<file path="src/rtl/uart_rx_pkg.sv">
package uart_rx_pkg;
  typedef enum logic [1:0] {ST_IDLE, ST_START, ST_DATA, ST_STOP} rx_state_e;

  typedef struct packed {
    logic       ferr;
    logic [7:0] data;
  } rx_word_t;
endpackage

</file>
<file path="src/rtl/uart_rx_deframer.sv">
module uart_rx_deframer #(
  parameter int OVS   = 16,
  parameter int DBITS = 8
) (
  input  logic                  clk_i,
  input  logic                  rst_ni,
  input  logic                  tick_i,
  input  logic                  rxd_i,
  output logic                  push_o,
  output uart_rx_pkg::rx_word_t word_o,
  output logic                  start_o
);
  import uart_rx_pkg::*;

  localparam int SW  = $clog2(OVS);
  localparam int BW  = (DBITS > 1) ? $clog2(DBITS) : 1;
  localparam int MID = OVS / 2;

  rx_state_e        state;
  logic [SW-1:0]    sub;
  logic [BW-1:0]    bidx;
  logic [1:0]       smp;
  logic [DBITS-1:0] shreg;
  logic             vote;

  // third sample taken live at sub MID+1
  assign vote = (smp[1] & smp[0]) | (smp[1] & rxd_i) | (smp[0] & rxd_i);

  always_ff @(posedge clk_i or negedge rst_ni) begin
    if (!rst_ni) begin
      state   <= ST_IDLE;
      sub     <= '0;
      bidx    <= '0;
      smp     <= '0;
      shreg   <= '0;
      push_o  <= 1'b0;
      start_o <= 1'b0;
      word_o  <= '0;
    end else begin
      push_o  <= 1'b0;
      start_o <= 1'b0;
      if (tick_i) begin
        if (state == ST_IDLE) begin
          if (!rxd_i) begin
            state <= ST_START;
            sub   <= SW'(1);
          end
        end else begin
          sub <= (sub == SW'(OVS-1)) ? '0 : sub + 1'b1;
          if (sub == SW'(MID-1) || sub == SW'(MID)) smp <= {smp[0], rxd_i};
          if (sub == SW'(MID+1)) begin
            case (state)
              ST_START: if (vote) state <= ST_IDLE; else start_o <= 1'b1;
              ST_DATA:  shreg <= {vote, shreg[DBITS-1:1]};
              ST_STOP: begin
                push_o      <= 1'b1;
                word_o.ferr <= ~vote;
                word_o.data <= shreg;
                state       <= ST_IDLE;
              end
              default: ;
            endcase
          end
          if (sub == SW'(OVS-1)) begin
            if (state == ST_START) begin
              state <= ST_DATA;
              bidx  <= '0;
            end else if (state == ST_DATA) begin
              if (bidx == BW'(DBITS-1)) state <= ST_STOP;
              else bidx <= bidx + 1'b1;
            end
          end
        end
      end
    end
  end
endmodule

</file>
<file path="src/rtl/uart_rx_fifo.sv">
module uart_rx_fifo #(
  parameter int W     = 9,
  parameter int DEPTH = 16,
  localparam int AW   = $clog2(DEPTH),
  localparam int FW   = $clog2(DEPTH + 1)
) (
  input  logic          clk_i,
  input  logic          rst_ni,
  input  logic          push_i,
  input  logic [W-1:0]  data_i,
  input  logic          pop_i,
  output logic [W-1:0]  data_o,
  output logic [FW-1:0] fill_o,
  output logic          full_o,
  output logic          empty_o,
  output logic          drop_o
);
  logic [W-1:0]  mem [DEPTH];
  logic [AW-1:0] wptr, rptr;
  logic          do_push, do_pop;

  assign full_o  = (fill_o == FW'(DEPTH));
  assign empty_o = (fill_o == '0);
  assign do_push = push_i & ~full_o;
  assign do_pop  = pop_i & ~empty_o;
  assign drop_o  = push_i & full_o;
  assign data_o  = mem[rptr];

  always_ff @(posedge clk_i) begin
    if (do_push) mem[wptr] <= data_i;
  end

  always_ff @(posedge clk_i or negedge rst_ni) begin
    if (!rst_ni) begin
      wptr   <= '0;
      rptr   <= '0;
      fill_o <= '0;
    end else begin
      if (do_push) wptr <= (wptr == AW'(DEPTH-1)) ? '0 : wptr + 1'b1;
      if (do_pop)  rptr <= (rptr == AW'(DEPTH-1)) ? '0 : rptr + 1'b1;
      if (do_push && !do_pop)      fill_o <= fill_o + 1'b1;
      else if (do_pop && !do_push) fill_o <= fill_o - 1'b1;
    end
  end
endmodule

</file>
<file path="src/rtl/uart_rx_timeout.sv">
module uart_rx_timeout #(
  parameter int LIMIT = 512,
  localparam int CW   = $clog2(LIMIT + 1)
) (
  input  logic clk_i,
  input  logic rst_ni,
  input  logic tick_i,
  input  logic nonempty_i,
  input  logic restart_i,
  input  logic clr_i,
  output logic flag_o
);
  logic [CW-1:0] cnt;

  always_ff @(posedge clk_i or negedge rst_ni) begin
    if (!rst_ni) begin
      cnt    <= '0;
      flag_o <= 1'b0;
    end else begin
      if (restart_i || clr_i || !nonempty_i) cnt <= '0;
      else if (tick_i && cnt != CW'(LIMIT)) cnt <= cnt + 1'b1;

      if (clr_i || !nonempty_i) flag_o <= 1'b0;
      else if (cnt == CW'(LIMIT)) flag_o <= 1'b1;
    end
  end
endmodule

</file>
<file path="src/rtl/uart_rx_ovs.sv">
module uart_rx_ovs #(
  parameter int OVS      = 16,
  parameter int DEPTH    = 16,
  parameter int TMO_BITS = 32,
  localparam int FW      = $clog2(DEPTH + 1),
  localparam int STEP    = DEPTH / 8
) (
  input  logic          clk_i,
  input  logic          rst_ni,
  input  logic          tick16_i,
  input  logic          rxd_i,
  input  logic          rd_i,
  input  logic [2:0]    level_sel_i,
  input  logic          lvl_en_i,
  input  logic          tmo_en_i,
  input  logic          tmo_clr_i,
  input  logic          ovr_clr_i,
  output logic [7:0]    rd_data_o,
  output logic          rd_ferr_o,
  output logic [FW-1:0] fill_o,
  output logic          empty_o,
  output logic          full_o,
  output logic          lvl_st_o,
  output logic          tmo_st_o,
  output logic          ovr_o,
  output logic          irq_lvl_o,
  output logic          irq_tmo_o
);
  import uart_rx_pkg::*;

  localparam int SYNC_N = 2;
  localparam int WW     = $bits(rx_word_t);

  logic [SYNC_N-1:0] sync_q;
  logic              push_w, start_w, drop_w, pop_w;
  rx_word_t          word_w, head_w;
  logic [FW-1:0]     trig_w;

  always_ff @(posedge clk_i or negedge rst_ni) begin
    if (!rst_ni) sync_q <= '1;
    else         sync_q <= {sync_q[SYNC_N-2:0], rxd_i};
  end

  uart_rx_deframer #(.OVS(OVS), .DBITS(8)) u_deframer (
    .clk_i   (clk_i),
    .rst_ni  (rst_ni),
    .tick_i  (tick16_i),
    .rxd_i   (sync_q[SYNC_N-1]),
    .push_o  (push_w),
    .word_o  (word_w),
    .start_o (start_w)
  );

  assign pop_w = rd_i & ~empty_o;

  uart_rx_fifo #(.W(WW), .DEPTH(DEPTH)) u_fifo (
    .clk_i   (clk_i),
    .rst_ni  (rst_ni),
    .push_i  (push_w),
    .data_i  (word_w),
    .pop_i   (pop_w),
    .data_o  (head_w),
    .fill_o  (fill_o),
    .full_o  (full_o),
    .empty_o (empty_o),
    .drop_o  (drop_w)
  );

  uart_rx_timeout #(.LIMIT(TMO_BITS * OVS)) u_tmo (
    .clk_i      (clk_i),
    .rst_ni     (rst_ni),
    .tick_i     (tick16_i),
    .nonempty_i (~empty_o),
    .restart_i  (start_w),
    .clr_i      (pop_w | tmo_clr_i),
    .flag_o     (tmo_st_o)
  );

  // overrun: a new drop wins over a simultaneous clear
  always_ff @(posedge clk_i or negedge rst_ni) begin
    if (!rst_ni)        ovr_o <= 1'b0;
    else if (drop_w)    ovr_o <= 1'b1;
    else if (ovr_clr_i) ovr_o <= 1'b0;
  end

  assign trig_w    = FW'((32'(level_sel_i) + 32'd1) * STEP);
  assign lvl_st_o  = (fill_o >= trig_w);
  assign irq_lvl_o = lvl_st_o & lvl_en_i;
  assign irq_tmo_o = tmo_st_o & tmo_en_i;
  assign rd_data_o = head_w.data;
  assign rd_ferr_o = head_w.ferr;
endmodule

</file>
<file path="config.mk">
export PLATFORM = sky130hd
export DESIGN_NAME = uart_rx_ovs
export DESIGN_NICKNAME = d
export VERILOG_FILES = /design/src/rtl/uart_rx_pkg.sv /design/src/rtl/uart_rx_deframer.sv /design/src/rtl/uart_rx_fifo.sv /design/src/rtl/uart_rx_timeout.sv /design/src/rtl/uart_rx_ovs.sv
export SDC_FILE = /design/constraint.sdc
export NUM_CORES = 1
export LEC_CHECK = 0
export ABC_AREA = 1
export ABC_CLOCK_PERIOD_IN_PS = 2400
export BUFFER_PORTS_ARGS = -buffer_cell sky130_fd_sc_hd__buf_2
export CAP_MARGIN = 20
export CORE_ASPECT_RATIO = 0.7
export CORE_UTILIZATION = 40
export DETAILED_ROUTE_END_ITERATION = 8
export PLACE_DENSITY = 0.54
export SKIP_CTS_REPAIR_TIMING = 1
export SYNTH_ARGS = -nofsm -noshare
export SYNTH_HDL_FRONTEND = slang
export SYNTH_SLANG_ARGS = --single-unit
</file>
<file path="constraint.sdc">
create_clock -name clk_i -period 2.4 [get_ports clk_i]
set_clock_uncertainty 0.15 [all_clocks]
set_input_delay 0.6 -clock clk_i [delete_from_list [all_inputs] [get_ports clk_i]]
set_output_delay 0.6 -clock clk_i [all_outputs]
set_load 0.02 [all_outputs]
</file>
# ---- Word-level counts from Yosys, hierarchy flattened
# Memories as Yosys holds them, arrays and structs flattened.
# Index checks and enable logic that the tools add are counted.
dict set report totals {
  regBits 57
  output_inout_bits 21
  latch_bits 0
  memories 1
  ramBits 144
  mem_bits_ro 0
}
# memory depth width read_ports rd_clocked_by_memory_dff wr line
set memory_table {}
lappend memory_table {u_fifo.mem 16 9 1 0 1 uart_rx_fifo.sv:18} ;# logic [W-1:0] mem [DEPTH];
dict set report op_classes {
  n_shift 0
  n_mux 36
  eq_ne 15
  order_cmp 1
  bitwise 16
  n_mul 0
  addsub 8
  div 0
  reduce_logical 21
}
# cell count
set op_table {}
lappend op_table {{$eq 4x4->1 const B} 5}
lappend op_table {{$mux 10} 2}
lappend op_table {{$mux 4} 5}
lappend op_table {{$mux 2} 8}
lappend op_table {{$mux 1} 15}
lappend op_table {{$add 4x1->4 const B} 3}
lappend op_table {{$add 10x1->10 const B} 1}
lappend op_table {{$eq 10x10->1 const B} 1}
lappend op_table {{$mux 5} 2}
lappend op_table {{$ne 10x10->1 const B} 1}
lappend op_table {{$reduce_bool 2->1} 5}
lappend op_table {{$and 1x1->1} 9}
lappend op_table {{$mux 3} 3}
lappend op_table {{$reduce_and 4->1} 2}
lappend op_table {{$add 5x1->5 const B} 1}
lappend op_table {{$eq 5x5->1 const B} 1}
lappend op_table {{$ge 5x5->1} 1}
lappend op_table {{$logic_not 5->1} 1}
lappend op_table {{$reduce_and 5->1} 1}
lappend op_table {{$sub 5x1->5 const B} 1}
lappend op_table {{$add 3x1->4 const B} 1}
lappend op_table {{$eq 2x2->1 const B} 2}
lappend op_table {{$eq 4x3->1 const B} 1}
lappend op_table {{$logic_or 1x1->1} 4}
lappend op_table {{13 further kinds} 21}

# ---- Logic depth before layout (Yosys ltp)
# Gate-level depths: netlist of run 1.
dict set report depth {
  depth_word 11
  mapped_depth 13
}

# ---- Modules after synthesis
# A second synthesis of run 1 with hierarchy kept.
dict set report unflattened {
  hier_cells 1038
  area_unflattened_um2 9675.5
}
# module seq_area_each_um2 area_each_um2 n_inst cells_each
set modules_own_cells {}
lappend modules_own_cells {uart_rx_fifo 4649.5 7218.2 1 741}
lappend modules_own_cells {uart_rx_deframer 750.7 1471.4 1 160}
lappend modules_own_cells {uart_rx_timeout 275.3 718.2 1 101}
lappend modules_own_cells {uart_rx_ovs 77.6 267.8 1 36}

# ---- Least setup slack after synthesis of run 1
# OpenSTA, ideal clock, no wires.
dict set report synth_path {
  path_type {input to output}
  startpoint {in level_sel_i[0]}
  endpoint {out irq_lvl_o}
  arrival_time_ns 1.811
  cell_stages 9
  slack_ns -0.161
  required_ns 1.650
  cell_sequence {ha_1 inv_1 ha_1 inv_1 nor2_1 o211ai_1 nand3_1 nand2_1 inv_1}
}
dict set report synth_via {
  elab_chain_cells 3
}
# element line
set synth_lines {}
lappend synth_lines {{from (decl)} uart_rx_ovs.sv:13} ;# input logic [2:0] level_sel_i,
lappend synth_lines {{$add 3x1->4} uart_rx_ovs.sv:86} ;# assign trig_w = FW'((32'(level_sel_i) + 32'd1) * STEP);
lappend synth_lines {{$ge 5x5->1} uart_rx_ovs.sv:87} ;# assign lvl_st_o = (fill_o >= trig_w);
lappend synth_lines {{via lvl_st_o} uart_rx_ovs.sv:23} ;# output logic lvl_st_o,
lappend synth_lines {{$and 1x1->1} uart_rx_ovs.sv:88} ;# assign irq_lvl_o = lvl_st_o & lvl_en_i;
lappend synth_lines {{to (decl)} uart_rx_ovs.sv:26} ;# output logic irq_lvl_o,
# The timed path passes the listed nets, and every way through them passes these cells.

# ---- Worst setup path in the final report of run 1
dict set report layout_path {
  startpoint {reg u_fifo.rptr[0]}
  endpoint {out rd_data_o[2]}
}
dict set report layout_via {
  elab_chain_cells 1
}
# element line
set layout_lines {}
lappend layout_lines {{from (decl)} uart_rx_fifo.sv:19} ;# logic [AW-1:0] wptr, rptr;
lappend layout_lines {{from (signal assigned)} uart_rx_fifo.sv:40} ;# if (do_pop) rptr <= (rptr == AW'(DEPTH-1)) ? '0 : rptr + 1'b1;
lappend layout_lines {{$mem_v2 16x9} n/a}
lappend layout_lines {{to (decl)} uart_rx_ovs.sv:18} ;# output logic [7:0] rd_data_o,
# No other way between the ends.

==> out/summary.txt, run 1 <==
Status - complete, but fails checks
Failing checks - setup timing
Gpl congestion - 0.825
Yosys warning total - 0
# IOs - 33
Worst path required time - 1.65 ns
WL final - 20000 um
Initial Util - 41.1%
Area share of the largest cell type after synthesis - 48.3%
Num rows - 45
MaxCap Viol Count - 0
Pin count of the biggest net entering global routing - 58
Clock Sinks - 201
Gate Count Post-Synth - 826
PortBufs - 32
HPWL Detailed - 13000 um
Cell repeated most along the worst path - o21ai_1
Slowest stage cell, crit path - dfrtp_2
# setup viols final - 12
Hold Startpoint - rxd_i
Total GRT Usage - 17.3%
Total global routing overflow - 0
CP Max Fanout - 8
Die width - 181 um
Worst skew pair latency - 0.50 ns
Via density - 4.98
Max incr delay on CP - 0.48 ns
Relative slew slack - 59.7%
Inserted Diodes - 0
Global-route wire length before repair - 31300 um
DP Area - 9750 um2
Share of post-route cells with drive strength above 1 - 22.4%
Pre-CTS setup slack - -0.224 ns
Largest family of logic cells by synthesized area - simple AND/OR/NAND/NOR gates
Commonest non-fill, non-tap cell in the layout - nand2_1
Post-route setup TNS - -3.13 ns
Synth Area in Compound Gates - 8.50%
First-pass DRT Iterations - 5
Synthesized area - 8950 um2
Clock Tree Root - clkbuf_16
Layout Nets - 965
Slew @ Worst Pin - 0.602 ns
CTS buffer count - 21
Async SR Flop Fraction - 28.4%
ANT nets after route - 0
Crit Path Class - reg -> out
Vias in the first global route - 5738
Final max-slew violation count - 0
Final hold violation count - 0
Fmax - 362 MHz
Multi-input gate area in the final layout - 2950 um2
Initial antenna violation count - 0
Htree depth - 1
Lkg Pwr - 4.42 nW
Initial DRC count - 462
Startpoint Class - flip-flop
Post-synth EDFFs - 144
Worst setup EP type - output port
Adder-cell share of the synthesized area - 3.72%
CP cell instances - buf_12 -> buf_12 -> buf_8 -> o21ai_1 -> o21ai_1 -> o21ai_1 -> nand2_1 -> buf_6
Filler cells - 1971
Pwr dens - 1160 nW/um2
DIE AREA - 23000 um2
Reg clk slew, reported paths - 0.06 ns
Die height - 127 um
Post-synthesis sequential area ratio - 64.3%
Post-synthesis mux area share - 0%
Core footprint - 21800 um2
Cell accounting for the most synthesized area - edfxtp_1
DR WL/cell - 16.3 um
Non-filler cells in the finished layout - 1222
Critical Path Start - u_fifo.rptr[0]
Xor/xnor cell area share of the yosys netlist - 1.17%
Final period util - 115%
Fin crit period - 2.76 ns
Hold crit path type - in -> reg
Register bit total from synthesis - 201
Layout area overhead - 22.2%
DRC viols - 0
Netlist cell types - 44
Synthesized Nets - 864
Max Root-Sink Buffers - 3
Most frequent cells in the layout - nand2_1 (192), edfxtp_1 (144), nor2_1 (81)
CP arrival - 2.01 ns
Routed via count - 6090
Syn_area_per_cell - 10.8 um2
Design Area, Final - 10900 um2
RSZ-0062 raised after global routing - yes
Dominant synthesized flop cell - edfxtp_1
Reg2reg start - u_fifo.fill_o[1]
Synth Area in Simple Gates - 17.2%
Register Area - 5750 um2
CTS tree - built
Final worst slack - -0.360 ns
Peak supply drop - 584 uV
Placed Instances - 1160
Largest cells by area after synthesis - edfxtp_1 (48%), dfrtp_1 (15%), nand2_1 (8.5%)
-- registers in the layout, summed over array words and instances (netlist names) --
signal / flops
u_tmo.flag_o: 1
u_deframer.start_o: 1
u_deframer.state: 2
u_deframer.sub: 4
u_fifo.rptr: 4
sync_q: 2
u_deframer.shreg: 8
ovr_o: 1
u_deframer.push_o: 1
u_tmo.cnt: 10
u_fifo.fill_o: 5
u_deframer.bidx: 3
u_fifo.mem: 144
u_deframer.smp: 2
u_fifo.wptr: 4
u_deframer.word_o: 9
-- area by class of cell --
class / instances / share of cell area (%)
flip-flops and latches: 201 / 52.6
multi-input cells: 531 / 27.0
repair buffers: 105 / 8.92
clock buffers: 24 / 4.91
well taps: 282 / 3.23
inverters: 66 / 2.45
clock inverters: 12 / 0.766
repair inverters: 1 / 0.149
-- where the power goes --
part           total [mW]  internal (mW)  switching, mW
Clock                3.02           1.71           1.31
Sequential           4.69           4.25          0.444
Combinational        4.99           2.17           2.83
Total                12.7           8.13           4.58
-- stage by stage --
stage | utilization, % | power [mW] | hold WS [ns]
2_1_floorplan | - | 7.29 | 0.154
3_3_place_gp | 44.8 | 8.76 | 0.198
3_5_place_dp | 44.8 | 8.79 | 0.198
4_1_cts | 47.6 | 11.8 | -0.0485
5_1_grt | 50.2 | 13.5 | 0.0363
6_report | 50.2 | 12.7 | 0.0493
-- synthesized netlist by cell type (3+ instances only) --
cell and number:
buf_4 8, nor2_1 84, nor3_1 14, o21ai_2 9
ha_1 25, nor2_4 3, buf_6 4, o21ai_0 68
xor2_1 8, nand2_1 203, dfrtp_1 55, clkbuf_1 6
xnor2_1 4, o211ai_1 15, edfxtp_1 144, inv_2 6
nor2_2 3, a31oi_1 19, o21ai_1 6, inv_1 58
nand4_1 8, buf_2 7, a21oi_1 6, nand3_1 40
-- path summary, 6_finish.rpt --
path / to / slack, ns / cells past startpoint
max in group asynchronous: sync_q[1] / 1.31 / 3
max: rd_data_o[2] / -0.36 / 8
max reg2reg: u_fifo.fill_o[4] / 0.03 / 14
min in group asynchronous: u_deframer.sub[0] / 0.48 / 3
min reg2reg: sync_q[1] / 0.21 / 0
min: sync_q[0] / 0.05 / 1
-- critical path: cells and delay by family (launching register included) --
kind / cells / cell delay, ns
buf+inv: 4 / 0.59
simple gates: 1 / 0.10
flops: 1 / 0.48
compound gates: 3 / 0.33
-- cells by family after synthesis --
family,Yosys count
flip-flops,201
adder cells (fa/ha/maj),26
AND/OR/NAND/NOR,363
AO/OA/AOI/OAI,130
XOR/XNOR,12
buffers and inverters,94
-- per-layer routing --
| metal | share of wire, % | global-route usage (%) | routed length, um |
|---|---|---|---|
| met5 | 0 | 0 | 0 |
| met2 | 41 | 25.3 | 8260 |
| met1 | 53 | 27.0 | 10700 |
| met3 | 4.0 | 2.68 | 791 |
| met4 | 1.3 | 3.12 | 257 |
No activity file was read; power rests on OpenSTA's default activity.
==> inputs of run 2 (changes only) <==
--- a/config.mk
+++ b/config.mk
@@ -12,8 +12,9 @@
 export CORE_ASPECT_RATIO = 0.7
 export CORE_UTILIZATION = 40
 export DETAILED_ROUTE_END_ITERATION = 8
-export PLACE_DENSITY = 0.54
+export PLACE_DENSITY = 0.53
 export SKIP_CTS_REPAIR_TIMING = 1
 export SYNTH_ARGS = -nofsm -noshare
 export SYNTH_HDL_FRONTEND = slang
+export SYNTH_HIERARCHICAL = 1
 export SYNTH_SLANG_ARGS = --single-unit
==> run 2 against run 1 <==
The run still ends with setup timing left. Flip-flop and latch count is the same. Worst hold slack got worse by 0.0019 ns. Sequential share of layout area shrank 2.6 points. Design area grew 5.3%. Final cell count is 19% higher. Combinational power down 9.6%. Power fell by 4.8%. Clock power rose by 4%. Utilization is 1.6 points lower. Largest power group unchanged. Highest routed layer unchanged.
==> out/summary.txt, run 2 <==
Relative slew slack - 46.5% (-13 points)
Post-synthesis sequential area ratio - 59.5% (-4.8 points)
Slowest stage cell, crit path - dfrtp_2
Slew @ Worst Pin - 0.803 ns (+0.201 ns)
CP Max Fanout - 13 (+5)
Reg clk slew, reported paths - 0.06 ns (about the same)
Met1 GRT Util - 27.6% (+0.60 points)
Met3 Use GR - 2.29% (-0.39 points)
Htree depth - 1 (unchanged)
Total global routing overflow - 0 (unchanged)
Worst path required time - 1.65 ns (about the same)
Status - complete, but fails checks
Commonest non-fill, non-tap cell in the layout - nand2_1
Pwr dens - 1050 nW/um2 (-9.6%)
Pin count of the biggest net entering global routing - 60 (+3.4%)
Worst skew pair latency - 0.49 ns (about the same)
Non-filler cells in the finished layout - 1455 (+19%)
DRC viols - 0 (unchanged)
Most frequent cells in the layout - nand2_1 (312), inv_1 (198), edfxtp_1 (144)
Vias in the first global route - 6203 (+8.1%)
Max incr delay on CP - 0.44 ns (-0.04 ns)
Layout Nets - 1160 (+20%)
Startpoint Class - flip-flop
Busiest layer in global routing - met1
Num rows - 47 (+4.4%)
CTS tree - built
Initial Util - 40.8% (-0.25 points)
Gate Count Post-Synth - 1038 (+26%)
# IOs - 33 (unchanged)
DIE AREA - 24800 um2 (+8.0%)
Peak supply drop - 547 uV (-6.2%)
Total GRT Usage - 17.2% (-0.076 points)
Area share of the largest cell type after synthesis - 44.7% (-3.6 points)
Fin util - 48.6% (-1.6 points)
Global-route wire length before repair - 33600 um (+7.4%)
Failing checks - setup timing
ANT nets after route - 0 (unchanged)
Die height - 132 um (+3.9%)
Core footprint - 23700 um2 (+8.8%)
Async SR Flop Fraction - 28.4% (unchanged)
CTS buffer count - 22 (+4.8%)
Synthesized area - 9680 um2 (+8.1%)
PortBufs - 32 (unchanged)
RSZ-0062 raised after global routing - yes
Clock Sinks - 201 (unchanged)
MaxCap Viol Count - 0 (unchanged)
Cell repeated most along the worst path - nand2_1
# setup viols final - 11 (-1)
Lkg Pwr - 5.47 nW (+24%)
Met2 GRT Util - 24.3% (-1.0 points)
Final max-slew violation count - 0 (unchanged)
Inserted Diodes - 0 (unchanged)
DR WL/cell - 15.0 um (-8.3%)
Biggest regs - u_fifo/mem: 144 flops, u_tmo/cnt: 10 flops, u_deframer/word_o: 9 flops
Fmax - 377 MHz (+4.1%)
Dominant synthesized flop cell - edfxtp_1
Initial antenna violation count - 0 (unchanged)
Crit Path Class - reg -> out
Most flop-heavy register - u_fifo/mem
Clock Tree Root - clkbuf_16
WL final - 21800 um (+9.2%)
First-pass DRT Iterations - 4 (-1)
Register bit total from synthesis - 201 (unchanged)
Yosys warning total - 6 (+6)
CP cell instances - clkinv_4 -> buf_12 -> nand2_1 -> nand3_1 -> nand2_2 -> nand2_1 -> nand2_1 -> inv_1 -> nand2_1 -> buf_4
Final period util - 111% (-4.5 points)
Routed via count - 6699 (+10%)
Max Root-Sink Buffers - 3 (unchanged)
Final hold violation count - 0 (unchanged)
Critical Path Start - u_fifo/rptr[0]
CP arrival - 1.90 ns (-0.11 ns)
Synthesized Nets - 1077 (+25%)
Placed Instances - 1405 (+21%)
Reg2reg start - u_fifo/fill_o[1]
Final worst slack - -0.252 ns (+0.108 ns)
Syn_area_per_cell - 9.32 um2 (-14%)
Post-synth EDFFs - 144 (unchanged)
Count leader, synth - nand2_1
HPWL Detailed - 13900 um (+7.0%)
Layout area overhead - 19.0%
Via density - 4.60 (-7.6%)
Largest cells by area after synthesis - edfxtp_1 (45%), dfrtp_1 (14%), nand2_1 (13%)
Fin crit period - 2.65 ns (-0.108 ns)
Netlist cell types - 34 (-23%)
Worst setup EP type - output port
Initial DRC count - 530 (+15%)
Share of post-route cells with drive strength above 1 - 17.1% (-5.4 points)
Gpl congestion - 0.779 (-5.5%)
Commonest cells post-synth - nand2_1 (325), inv_1 (202), edfxtp_1 (144), nand3_1 (110), dfrtp_1 (55)
Cell accounting for the most synthesized area - edfxtp_1
Die width - 188 um (+3.9%)
Hold crit path type - in -> reg
Max reg flops - 144 (unchanged)
Hold Startpoint - rxd_i
## run 2: cell type report
| type | instances | area [um2] |
|---|---|---|
| Clock buffer | 35 | 641 |
| Clock inverter | 5 | 28.8 |
| Fill cell | 2208 | 12200 |
| Inverter | 209 | 797 |
| Multi-Input combinational cell | 598 | 3130 |
| Sequential cell | 201 | 5760 |
| Tap cell | 318 | 398 |
| Timing Repair Buffer | 89 | 764 |
## run 2: path summary, 6_finish.rpt
| path | cells after the start | slack (ns) | end |
|---|---|---|---|
| worst max-delay path | 10 | -0.25 | rd_data_o[4] |
| worst min-delay path | 1 | 0.05 | sync_q[0] |
| worst max register to register | 14 | 0.14 | u_fifo/fill_o[4] |
| worst min register to register | 0 | 0.21 | sync_q[1] |
| max in group asynchronous | 3 | 1.30 | sync_q[0] |
| min in group asynchronous | 3 | 0.49 | u_deframer/sub[2] |
## run 2: per-stage QoR
step | power (mW) | area [um2] | setup WS, ns | TNS, ns | hold WS [ns]
2_1_floorplan | 6.99 | 9690 | 0.00419 | 0 | 0.154
3_3_place_gp | 8.31 | 10500 | -0.205 | -0.322 | 0.200
3_5_place_dp | 8.34 | 10500 | -0.193 | -0.316 | 0.200
4_1_cts | 11.5 | 11100 | -0.328 | -3.28 | -0.0511
5_1_grt | 12.8 | 11500 | -0.343 | -3.25 | 0.0254
6_report | 12.1 | 11500 | -0.252 | -2.25 | 0.0474
## run 2: cells by family (layout without fill, tap and decap cells)
family,count (synthesis),in the layout,synth area share [%]
XOR/XNOR,8,8,0.724
AND/OR/NAND/NOR,509,509,22.8
adder cells (fa/ha/maj),27,27,3.57
AO/OA/AOI/OAI,54,54,3.28
flip-flops,201,201,59.5
buffers and inverters,239,338,10.2
## run 2: layer usage
layer  part of all wire, %  routed length [um]
met1                    54               11800
met2                    41                9000
met3                   3.2                 707
met4                   1.5                 337
met5                     0                   0
## run 2: power by group
group,internal (mW),switching (mW)
sequential,4.06,0.370
combinational,1.78,2.73
clock,1.83,1.32
## run 2: worst max-delay path: cells and delay by family, from the launching register on
| family | cells | cell delay (ns) |
|---|---|---|
| and+or+nand+nor | 6 | 0.47 |
| DFF | 1 | 0.44 |
| buffers and inverters | 4 | 0.50 |
